$ cat config.mk
export PLATFORM = sky130hd
export DESIGN_NAME = cal_rtc
export DESIGN_NICKNAME = d
export VERILOG_FILES = /design/src/rtl/cal_pkg.sv /design/src/rtl/cal_unlock.sv /design/src/rtl/cal_time.sv /design/src/rtl/cal_alarm_match.sv /design/src/rtl/cal_rtc.sv
export SDC_FILE = /design/constraint.sdc
export NUM_CORES = 1
export LEC_CHECK = 0
export CORE_MARGIN = 2
export CORE_UTILIZATION = 50
export DETAILED_ROUTE_END_ITERATION = 8
export PLACE_DENSITY = 0.81
export SYNTH_ARGS = -nofsm -noshare
export SYNTH_HDL_FRONTEND = slang
export SYNTH_HIERARCHICAL = 1
export SYNTH_SLANG_ARGS = --single-unit
$ cat constraint.sdc
create_clock -name clk -period 7.18 [get_ports clk]
set_input_delay 1.795 -clock clk [delete_from_list [all_inputs] [get_ports clk]]
set_output_delay 1.795 -clock clk [all_outputs]
set_load 0.02 [all_outputs]
$ cat src/rtl/cal_pkg.sv
package cal_pkg;
    localparam int NUM_FIELDS = 7;
    localparam int FLD_W      = 3;
    localparam int VAL_W      = 7;
    localparam int KEY_COUNT  = 7;

    typedef struct packed {
        logic [6:0] yr;
        logic [3:0] mon;
        logic [4:0] dom;
        logic [2:0] dow;
        logic [4:0] hr;
        logic [5:0] mn;
        logic [5:0] sc;
    } cal_t;

    localparam int W_KEY_FIRST = 1;
    localparam int W_KEY_LAST  = 7;
    localparam int W_CTL       = 8;
    localparam int W_DEB       = 11;
    localparam int W_INT       = 12;
    localparam int W_BANK_LO   = 16;
    localparam int W_BANK_HI   = 30;
    localparam int W_ALCTL     = 31;
    localparam int PEND_BIT    = 4;

    function automatic cal_t cal_init();
        cal_t t;
        t     = '0;
        t.mon = 4'd1;
        t.dom = 5'd1;
        return t;
    endfunction

    function automatic logic [7:0] key_byte(logic [2:0] idx);
        case (idx)
            3'd0:    return 8'hC6;
            3'd1:    return 8'h9A;
            3'd2:    return 8'h59;
            3'd3:    return 8'hA3;
            3'd4:    return 8'h57;
            3'd5:    return 8'h67;
            3'd6:    return 8'hD2;
            default: return 8'h00;
        endcase
    endfunction

    function automatic logic [VAL_W-1:0] fld_get(cal_t t, logic [FLD_W-1:0] f);
        case (f)
            3'd0:    return t.yr;
            3'd1:    return {3'b0, t.mon};
            3'd2:    return {2'b0, t.dom};
            3'd3:    return {4'b0, t.dow};
            3'd4:    return {2'b0, t.hr};
            3'd5:    return {1'b0, t.mn};
            3'd6:    return {1'b0, t.sc};
            default: return '0;
        endcase
    endfunction

    function automatic cal_t fld_set(cal_t t, logic [FLD_W-1:0] f, logic [VAL_W-1:0] v);
        cal_t r;
        r = t;
        case (f)
            3'd0:    r.yr  = v;
            3'd1:    r.mon = v[3:0];
            3'd2:    r.dom = v[4:0];
            3'd3:    r.dow = v[2:0];
            3'd4:    r.hr  = v[4:0];
            3'd5:    r.mn  = v[5:0];
            3'd6:    r.sc  = v[5:0];
            default: r     = t;
        endcase
        return r;
    endfunction

    function automatic logic [4:0] month_len(logic [3:0] mon, logic leap);
        case (mon)
            4'd2:                   return leap ? 5'd29 : 5'd28;
            4'd4, 4'd6, 4'd9, 4'd11: return 5'd30;
            default:                return 5'd31;
        endcase
    endfunction
endpackage

$ cat src/rtl/cal_unlock.sv
module cal_unlock
    import cal_pkg::*;
(
    input  logic       clk,
    input  logic       rst_n,
    input  logic       key_wr_i,
    input  logic [2:0] key_idx_i,
    input  logic [7:0] key_val_i,
    output logic       unlocked_o
);
    localparam int PW = $clog2(KEY_COUNT + 1);

    logic [PW-1:0] prog_d, prog_q;

    always_comb begin
        prog_d = prog_q;
        if (prog_q != PW'(KEY_COUNT) && key_wr_i) begin
            if (key_idx_i == 3'(prog_q) && key_val_i == key_byte(3'(prog_q)))
                prog_d = prog_q + PW'(1);
            else
                prog_d = '0;
        end
    end

    always_ff @(posedge clk) begin
        if (!rst_n) prog_q <= '0;
        else        prog_q <= prog_d;
    end

    assign unlocked_o = (prog_q == PW'(KEY_COUNT));
endmodule

$ cat src/rtl/cal_time.sv
module cal_time
    import cal_pkg::*;
#(
    parameter int YEAR_SPAN = 100
) (
    input  logic             clk,
    input  logic             rst_n,
    input  logic             adv_i,
    input  logic             wr_en_i,
    input  logic [FLD_W-1:0] wr_fld_i,
    input  logic [VAL_W-1:0] wr_val_i,
    output cal_t             cur_o,
    output cal_t             nxt_o
);
    localparam logic [6:0] YR_LAST = 7'(YEAR_SPAN - 1);

    cal_t cur_d, cur_q, step;
    logic leap;

    always_comb begin
        leap = (cur_q.yr[1:0] == 2'b00);
        step = cur_q;
        if (cur_q.sc >= 6'd59) begin
            step.sc = '0;
            if (cur_q.mn >= 6'd59) begin
                step.mn = '0;
                if (cur_q.hr >= 5'd23) begin
                    step.hr  = '0;
                    step.dow = (cur_q.dow >= 3'd6) ? 3'd0 : cur_q.dow + 3'd1;
                    if (cur_q.dom >= month_len(cur_q.mon, leap)) begin
                        step.dom = 5'd1;
                        if (cur_q.mon >= 4'd12) begin
                            step.mon = 4'd1;
                            step.yr  = (cur_q.yr >= YR_LAST) ? 7'd0 : cur_q.yr + 7'd1;
                        end else begin
                            step.mon = cur_q.mon + 4'd1;
                        end
                    end else begin
                        step.dom = cur_q.dom + 5'd1;
                    end
                end else begin
                    step.hr = cur_q.hr + 5'd1;
                end
            end else begin
                step.mn = cur_q.mn + 6'd1;
            end
        end else begin
            step.sc = cur_q.sc + 6'd1;
        end

        cur_d = cur_q;
        if (adv_i)        cur_d = step;
        else if (wr_en_i) cur_d = fld_set(cur_q, wr_fld_i, wr_val_i);
    end

    always_ff @(posedge clk) begin
        if (!rst_n) cur_q <= cal_init();
        else        cur_q <= cur_d;
    end

    assign cur_o = cur_q;
    assign nxt_o = step;
endmodule

$ cat src/rtl/cal_alarm_match.sv
module cal_alarm_match
    import cal_pkg::*;
(
    input  cal_t                  alarm_i,
    input  cal_t                  now_i,
    input  logic [NUM_FIELDS-1:0] en_i,
    output logic                  hit_o
);
    logic [NUM_FIELDS-1:0] eq;

    for (genvar f = 0; f < NUM_FIELDS; f++) begin : g_fld
        assign eq[f] = !en_i[f] ||
                       (fld_get(alarm_i, FLD_W'(f)) == fld_get(now_i, FLD_W'(f)));
    end

    assign hit_o = &eq;
endmodule

$ cat src/rtl/cal_rtc.sv
module cal_rtc
    import cal_pkg::*;
#(
    parameter int         YEAR_SPAN = 100,
    parameter int         ADDR_W    = 8,
    parameter int         DATA_W    = 32,
    parameter logic [2:0] DEB_INIT  = 3'd4
) (
    input  logic              clk,
    input  logic              rst_n,
    input  logic              sec_tick,
    input  logic              bus_wr,
    input  logic [ADDR_W-1:0] bus_addr,
    input  logic [DATA_W-1:0] bus_wdata,
    output logic [DATA_W-1:0] bus_rdata,
    output logic              irq_o
);
    localparam int WORD_W = ADDR_W - 2;

    typedef struct packed {
        logic       stop;
        logic [2:0] deb;
        logic       pend;
        logic       armed;
        logic [7:0] al_ctl;
        cal_t       alarm;
    } ctl_st_t;

    ctl_st_t st_d, st_q;
    logic [WORD_W-1:0] word;
    logic is_key, is_fld, bank;
    logic [FLD_W-1:0] fld;
    logic unlocked, run_tick, hit, fire, live_wr;
    cal_t live, live_nxt;
    logic unused_bits;

    assign word   = bus_addr[ADDR_W-1:2];
    assign is_key = (word >= WORD_W'(W_KEY_FIRST)) && (word <= WORD_W'(W_KEY_LAST));
    assign is_fld = (word >= WORD_W'(W_BANK_LO)) && (word <= WORD_W'(W_BANK_HI)) &&
                    (word[2:0] != 3'd7);
    assign bank   = word[3];
    assign fld    = word[2:0];
    assign unused_bits = ^{bus_addr[1:0], bus_wdata[DATA_W-1:8]};

    assign run_tick = sec_tick && unlocked && !st_q.stop;
    assign live_wr  = bus_wr && is_fld && !bank && st_q.stop;
    assign fire     = run_tick && st_q.al_ctl[0] && hit;

    cal_unlock u_unlock (
        .clk        (clk),
        .rst_n      (rst_n),
        .key_wr_i   (bus_wr && is_key),
        .key_idx_i  (3'(word - WORD_W'(W_KEY_FIRST))),
        .key_val_i  (bus_wdata[7:0]),
        .unlocked_o (unlocked)
    );

    cal_time #(.YEAR_SPAN(YEAR_SPAN)) u_time (
        .clk      (clk),
        .rst_n    (rst_n),
        .adv_i    (run_tick),
        .wr_en_i  (live_wr),
        .wr_fld_i (fld),
        .wr_val_i (bus_wdata[VAL_W-1:0]),
        .cur_o    (live),
        .nxt_o    (live_nxt)
    );

    cal_alarm_match u_match (
        .alarm_i (st_q.alarm),
        .now_i   (live_nxt),
        .en_i    (st_q.al_ctl[7:1]),
        .hit_o   (hit)
    );

    always_comb begin
        st_d = st_q;
        if (bus_wr) begin
            if (word == WORD_W'(W_CTL)) st_d.stop = bus_wdata[0];
            if (word == WORD_W'(W_DEB)) st_d.deb  = bus_wdata[2:0];
            if (word == WORD_W'(W_INT) && bus_wdata[PEND_BIT]) st_d.pend = 1'b0;
            if (word == WORD_W'(W_ALCTL)) begin
                st_d.al_ctl = bus_wdata[7:0];
                st_d.armed  = bus_wdata[0];
            end
            if (is_fld && bank)
                st_d.alarm = fld_set(st_q.alarm, fld, bus_wdata[VAL_W-1:0]);
        end
        if (fire) begin
            st_d.pend   = 1'b1;
            st_d.al_ctl = '0;
        end
    end

    always_ff @(posedge clk) begin
        if (!rst_n) begin
            st_q.stop   <= 1'b1;
            st_q.deb    <= DEB_INIT;
            st_q.pend   <= 1'b0;
            st_q.armed  <= 1'b0;
            st_q.al_ctl <= '0;
            st_q.alarm  <= cal_init();
        end else begin
            st_q <= st_d;
        end
    end

    always_comb begin
        bus_rdata = '0;
        if (is_fld)
            bus_rdata = DATA_W'(fld_get(bank ? st_q.alarm : live, fld));
        else if (word == WORD_W'(W_CTL))
            bus_rdata = DATA_W'(st_q.stop);
        else if (word == WORD_W'(W_DEB))
            bus_rdata = DATA_W'(st_q.deb);
        else if (word == WORD_W'(W_INT))
            bus_rdata = DATA_W'({st_q.pend, 4'b0});
        else if (word == WORD_W'(W_ALCTL))
            bus_rdata = DATA_W'(st_q.al_ctl);
    end

    assign irq_o = st_q.pend && st_q.armed;
endmodule

==> results of run 1 <==
==> cell type report <==
cell class / instances / area [um^2] / share of cell area (%)
flip-flops and latches: 89 / 1780 / 24.1
inverters: 24 / 90.1 / 1.22
well taps: 176 / 220 / 2.98
multi-input cells: 667 / 4660 / 63.0
clock buffers: 10 / 229 / 3.10
repair buffers: 39 / 348 / 4.71
clock inverters: 6 / 66.3 / 0.897
==> layer usage <==
metal | wire length [um] | track usage [%] | vias up
li1 | - | - | 2990
met1 | 8120 | 36.5 | 2998
met2 | 8560 | 41.0 | 315
met3 | 1870 | 4.04 | 50
met4 | 615 | 11.3 | 0
met5 | 0 | 0 | -
==> sequential cells by signal (all words and copies together), names as in the netlist <==
name / count
st_q: 50
u_time/cur_o: 36
u_unlock/prog_q: 3
==> stage by stage <==
step | hold slack, ps | std cells | total power, mW
2_1_floorplan | 439 | 849 | 0.582
3_3_place_gp | 450 | 995 | 0.608
3_5_place_dp | 460 | 995 | 0.609
4_1_cts | 469 | 1011 | 1.09
5_1_grt | 504 | 1011 | 1.11
6_report | 465 | 1011 | 1.08
==> synth_stat cells (4+ instances only) <==
library cell  count
a211oi_1          5
a21boi_0          9
a21oi_1          18
a221oi_1          4
a22oi_1           6
a311oi_1          4
a31oi_1          18
and2_1            9
and3_1            7
buf_2             7
buf_4            28
buf_6             6
clkbuf_1         25
dfxtp_1          89
ha_1             27
inv_1            24
mux2_2           18
mux2i_1          69
nand2_1          78
nand2b_1          4
nand3_1          48
nand3b_1          4
nand4_1           7
nand4b_1          4
nor2_1           45
nor2b_1          35
nor3_1           12
nor4_1           11
o211a_1           8
o21ai_0          57
o22ai_1           4
o31ai_1           5
o32ai_1           4
xnor2_1          25
xor2_1           23
==> power breakdown <==
| group | switching, mW | internal, mW |
|---|---|---|
| sequential | 0.00255 | 0.495 |
| combinational | 0.0694 | 0.0342 |
| clock | 0.210 | 0.272 |
| total | 0.282 | 0.801 |
==> cell families after synthesis <==
logic type	synth area share [%]
adder cells (fa/ha/maj)	4.92
multiplexers	13.7
AO/OA/AOI/OAI	18.8
other	0.0546
AND/OR/NAND/NOR	23.0
XOR/XNOR	6.13
flip-flops	26.0
buffers and inverters	7.47
==> how the worst max path moves through the flow <==
stage          slack, ps            to   startpoint
6_report             660  bus_rdata[2]  bus_addr[3]
5_1_grt              610  bus_rdata[2]  bus_addr[2]
4_1_cts              740  bus_rdata[2]  bus_addr[2]
3_5_place_dp         770  bus_rdata[2]  bus_addr[3]
3_3_place_gp         710  bus_rdata[2]  bus_addr[3]
2_1_floorplan       1900  bus_rdata[2]  bus_addr[2]
==> critical path: stages <==
cell,delay [ps]
clkdlybuf4s50_1,570
inv_1,90
ha_1,280
ha_1,320
a221o_1,340
a21oi_1,120
a41oi_1,60
a221oi_1,430
o21ai_0,170
clkdlybuf4s50_1,560
==> impl_metrics.csv, run 1 <==
group,metric,value,unit
clock_network,numClockSinks,89,
hold_path,hold_end,"st_q[44]",
floorplanning,floorplan.die_area,0.0147,mm^2
floorplanning,fp.dieH,121,um
synthesis,synth_edf_count,0,
synthesis,synth_top_area_share,26.0,%
clock_network,hold_buffers,0,
synthesis,synth_flop_cell,"dfxtp_1",
status,status,"finished clean",
timing,fin_crit,6520,ps
critical_path,r2r_slack,2550,ps
clock_network,insertion_delay,360,ps
floorplanning,core-area,0.0133,mm^2
synthesis,async_reset_ff_share,0,%
timing,finalSetupViolCount,0,
placement,post_dp_cell_area,0.00710,mm^2
hold_path,hp-class,"reg2reg",
timing,tns,0,ps
routing,first_pass_iters,7,
placement,io_buffers,26,
clock_network,root_buffer,"clkbuf_16",
critical_path,timing.rr.start,"u_time/cur_o[25]",
flow_run,cap_violations,0,
timing,slew_viol_final,0,
floorplanning,num_rows,42,
critical_path,reg2reg_depth,19,
critical_path,timing.rr.end,"st_q[41]",
final_layout,mostFrequentLayoutCells,"89 x dfxtp_1, 78 x nand2_1, 69 x mux2i_1, 57 x o21ai_0, 48 x nand3_1",
timing,fin_crit_sh,90.8,%
placement,dp_slack,771,ps
synthesis,synth_cells,826,
routing,wl,19.2,mm
final_layout,final_area,0.00739,mm^2
clock_network,cts_tree,"yes",
synthesis,yosysUniqueCellTypes,86,
synthesis,ys_seq_area_share,26.0,%
global_routing,grt_usage,26.5,%
clock_network,cts_resized,0,
synthesis,ys_ff_latch,89,
hold_path,holdPathStages,2,
final_layout,nFillCells,1222,
critical_path,arrival,4730,ps
global_routing,antenna_found_initial,0,
timing,layout_setup_ws,660,ps
routing,via_per_inst,6.28,
hold_path,min_from,"st_q[44]",
final_layout,area_growth,7.71,%
timing,fin_skew,8.39,ps
routing,wl_per_cell,19.0,um
final_layout,drive_above_1_share,9.10,%
floorplanning,pin_count,77,
synthesis,yosys.area.top_type,"dfxtp_1",
clock_network,numCtsBuffers,9,
global_routing,grt_pass1_wl,30.1,mm
final_layout,nets,901,
timing,slew_headroom,19.7,%
clock_network,htreeDepth,3,
timing,worstMarginPinSlew,1190,ps
synthesis,yosys-top-cells-area,"dfxtp_1 26%, mux2i_1 10%, ha_1 4.9%",
synthesis,yosysWarnings,6,
timing,rsz0062_at_grt,"no",
floorplanning,die_w,121,um
clock_network,cts.path.max_buffers,2,
critical_path,critPathKind,"in2out",
floorplanning,initial_core_util,51.4,%
synthesis,syn_area,0.00686,mm^2
pwr,powerDensity,147,mW/mm^2
clock_network,clkTransAtPathRegs,60,ps
routing,drt_iter0_markers,662,
placement,hpwl,13.2,mm
pwr,p_leak,3.22,nW
timing,max_freq,153,MHz
final_layout,layout_commonest_cell,"dfxtp_1",
clock_network,cts_setup_buffers,0,
critical_path,cp_max_fo,8,
pwr,peakVddDrop,0.166,mV
synthesis,synth_area_per_cell,8.31,um^2
placement,gp_congestion,0.981,
global_routing,grt.overflow.total,0,
critical_path,cp-start-kind,"input port",
critical_path,cp-end-kind,"primary output",
global_routing,first_global_vias,5552,
timing,final_hold_viol_count,0,
final_layout,antenna_cells,0,
routing,vias,6353,
routing,antenna_left,0,
global_routing,grt_max_degree,76,
final_layout,fin_util,55.4,%
critical_path,critPathRequiredTime,5390,ps
routing,drc_errors,0,
Power figures use the tool's default switching activity.
==> inputs of run 2 (changes only) <==
--- a/config.mk
+++ b/config.mk
@@ -6,9 +6,10 @@
 export NUM_CORES = 1
 export LEC_CHECK = 0
 export CORE_MARGIN = 2
-export CORE_UTILIZATION = 50
+export CORE_UTILIZATION = 45
+export CTS_CLUSTER_DIAMETER = 120
 export DETAILED_ROUTE_END_ITERATION = 8
-export PLACE_DENSITY = 0.81
+export PLACE_DENSITY = 0.75
 export SYNTH_ARGS = -nofsm -noshare
 export SYNTH_HDL_FRONTEND = slang
 export SYNTH_HIERARCHICAL = 1
==> impl_metrics.csv, run 2 (same netlist as run 1, synthesis figures left out) <==
group,metric,value,unit
global_routing,antenna_found_initial,0,
timing,fin_crit,6460,ps
global_routing,grt_max_degree,76,
critical_path,arrival,4670,ps
clock_network,htreeDepth,3,
floorplanning,die_w,127,um
global_routing,grt_usage,24.3,%
status,status,"finished clean",
clock_network,cts.path.max_buffers,2,
critical_path,cp_max_fo,7,
routing,wl_per_cell,19.1,um
timing,worstMarginPinSlew,1050,ps
global_routing,grt.overflow.total,0,
pwr,powerDensity,141,mW/mm^2
placement,hpwl,13.5,mm
routing,drc_errors,0,
timing,slew_viol_final,0,
floorplanning,pin_count,77,
timing,rsz0062_at_grt,"no",
hold_path,hp-class,"reg2reg",
final_layout,fin_util,49.2,%
timing,tns,0,ps
clock_network,numClockSinks,89,
clock_network,root_buffer,"clkbuf_16",
timing,slew_headroom,29.5,%
clock_network,hold_buffers,0,
final_layout,area_growth,7.75,%
timing,fin_skew,8.84,ps
clock_network,insertion_delay,350,ps
placement,gp_congestion,0.964,
final_layout,fin_cells,1025,
routing,vias,6333,
placement,io_buffers,26,
timing,fin_crit_sh,90.0,%
clock_network,clkTransAtPathRegs,70,ps
routing,antenna_left,0,
routing,wl,19.6,mm
floorplanning,initial_core_util,45.7,%
floorplanning,fp.dieH,127,um
pwr,power.total,1.04,mW
global_routing,first_global_vias,5708,
critical_path,cp-end-kind,"primary output",
routing,via_per_inst,6.18,
critical_path,critPathRequiredTime,5390,ps
final_layout,top_register,"st_q",
clock_network,numCtsBuffers,9,
flow_run,cap_violations,0,
final_layout,nets,902,
clock_network,cts_tree,"yes",
timing,whs,465,ps
routing,drt_iter0_markers,591,
final_layout,largest_reg_flops,50,
final_layout,mostFrequentLayoutCells,"89 x dfxtp_1, 78 x nand2_1, 69 x mux2i_1, 57 x o21ai_0, 48 x nand3_1",
critical_path,cp-start-kind,"input port",
routing,first_pass_iters,7,
pwr,peakVddDrop,0.135,mV
global_routing,grt_pass1_wl,31.3,mm
timing,max_freq,155,MHz
final_layout,nFillCells,1417,
clock_network,cts_resized,0,
placement,dp.cells,1008,
floorplanning,num_rows,45,
final_layout,layout_commonest_cell,"dfxtp_1",
pwr,p_leak,3.21,nW
critical_path,critPathKind,"in2out",
final_layout,drive_above_1_share,9.21,%
floorplanning,core-area,0.0150,mm^2
timing,final_hold_viol_count,0,
timing,finalSetupViolCount,0,
clock_network,cts_setup_buffers,0,
floorplanning,floorplan.die_area,0.0163,mm^2
==> run 2: changes by cell type in the layout (fill, tap and decap cells not counted), sizes merged <==
| cell | change |
|---|---|
| buf | +1 |
| bufinv | -1 |
| clkinv | +1 |
| clkinvlp | +1 |
| diode | +1 |
| inv | -1 |
==> run 2: final timing paths <==
| check | cells past startpoint | to | slack [ps] | start |
|---|---|---|---|---|
| hold / removal | 2 | st_q[44] | 470 | st_q[44] |
| hold reg to reg | 2 | st_q[44] | 470 | st_q[44] |
| setup / recovery | 9 | bus_rdata[3] | 720 | bus_addr[3] |
| setup reg to reg | 19 | st_q[41] | 2550 | u_time/cur_o[25] |
==> run 2: final cells by class <==
class | count | area [um^2] | share of cell area [%]
Antenna cell | 1 | 2.50 | 0.0338
Clock buffer | 10 | 229 | 3.10
Clock inverter | 6 | 43.8 | 0.592
Inverter | 24 | 90.1 | 1.22
Multi-Input combinational cell | 667 | 4660 | 63.0
Sequential cell | 89 | 1780 | 24.1
Tap cell | 188 | 235 | 3.18
Timing Repair Buffer | 40 | 355 | 4.81
==> run 2: critical path, stage by stage <==
cell and delay, ps:
clkdlybuf4s50_1 550, inv_1 90, ha_1 280, ha_1 310
nand2_1 90, o21ai_0 70, a2111oi_0 660, o21ai_0 230
clkdlybuf4s50_1 590
==> run 2: metal layers <==
metal  vias to the layer above  global-route usage [%]  wire (um)
met3                        36                    3.73       1550
li1                       2987                       -          -
met5                         -                       0          0
met4                         0                    9.05        540
met1                      3006                    33.8       8760
met2                       304                    38.1       8730
==> run 2: per-stage QoR <==
| step | area (um^2) | setup WS, ps |
|---|---|---|
| 3_5_place_dp | 7120 | 784 |
| 5_1_grt | 7390 | 479 |
| 4_1_cts | 7390 | 765 |
| 6_report | 7390 | 717 |
| 2_1_floorplan | 6950 | 1900 |
| 3_3_place_gp | 7120 | 753 |
==> run 2: power breakdown <==
part | leakage (nW) | switching [mW] | internal, mW
Sequential | 0.717 | 0.00253 | 0.495
Combinational | 2.36 | 0.0706 | 0.0343
Clock | 0.133 | 0.205 | 0.236
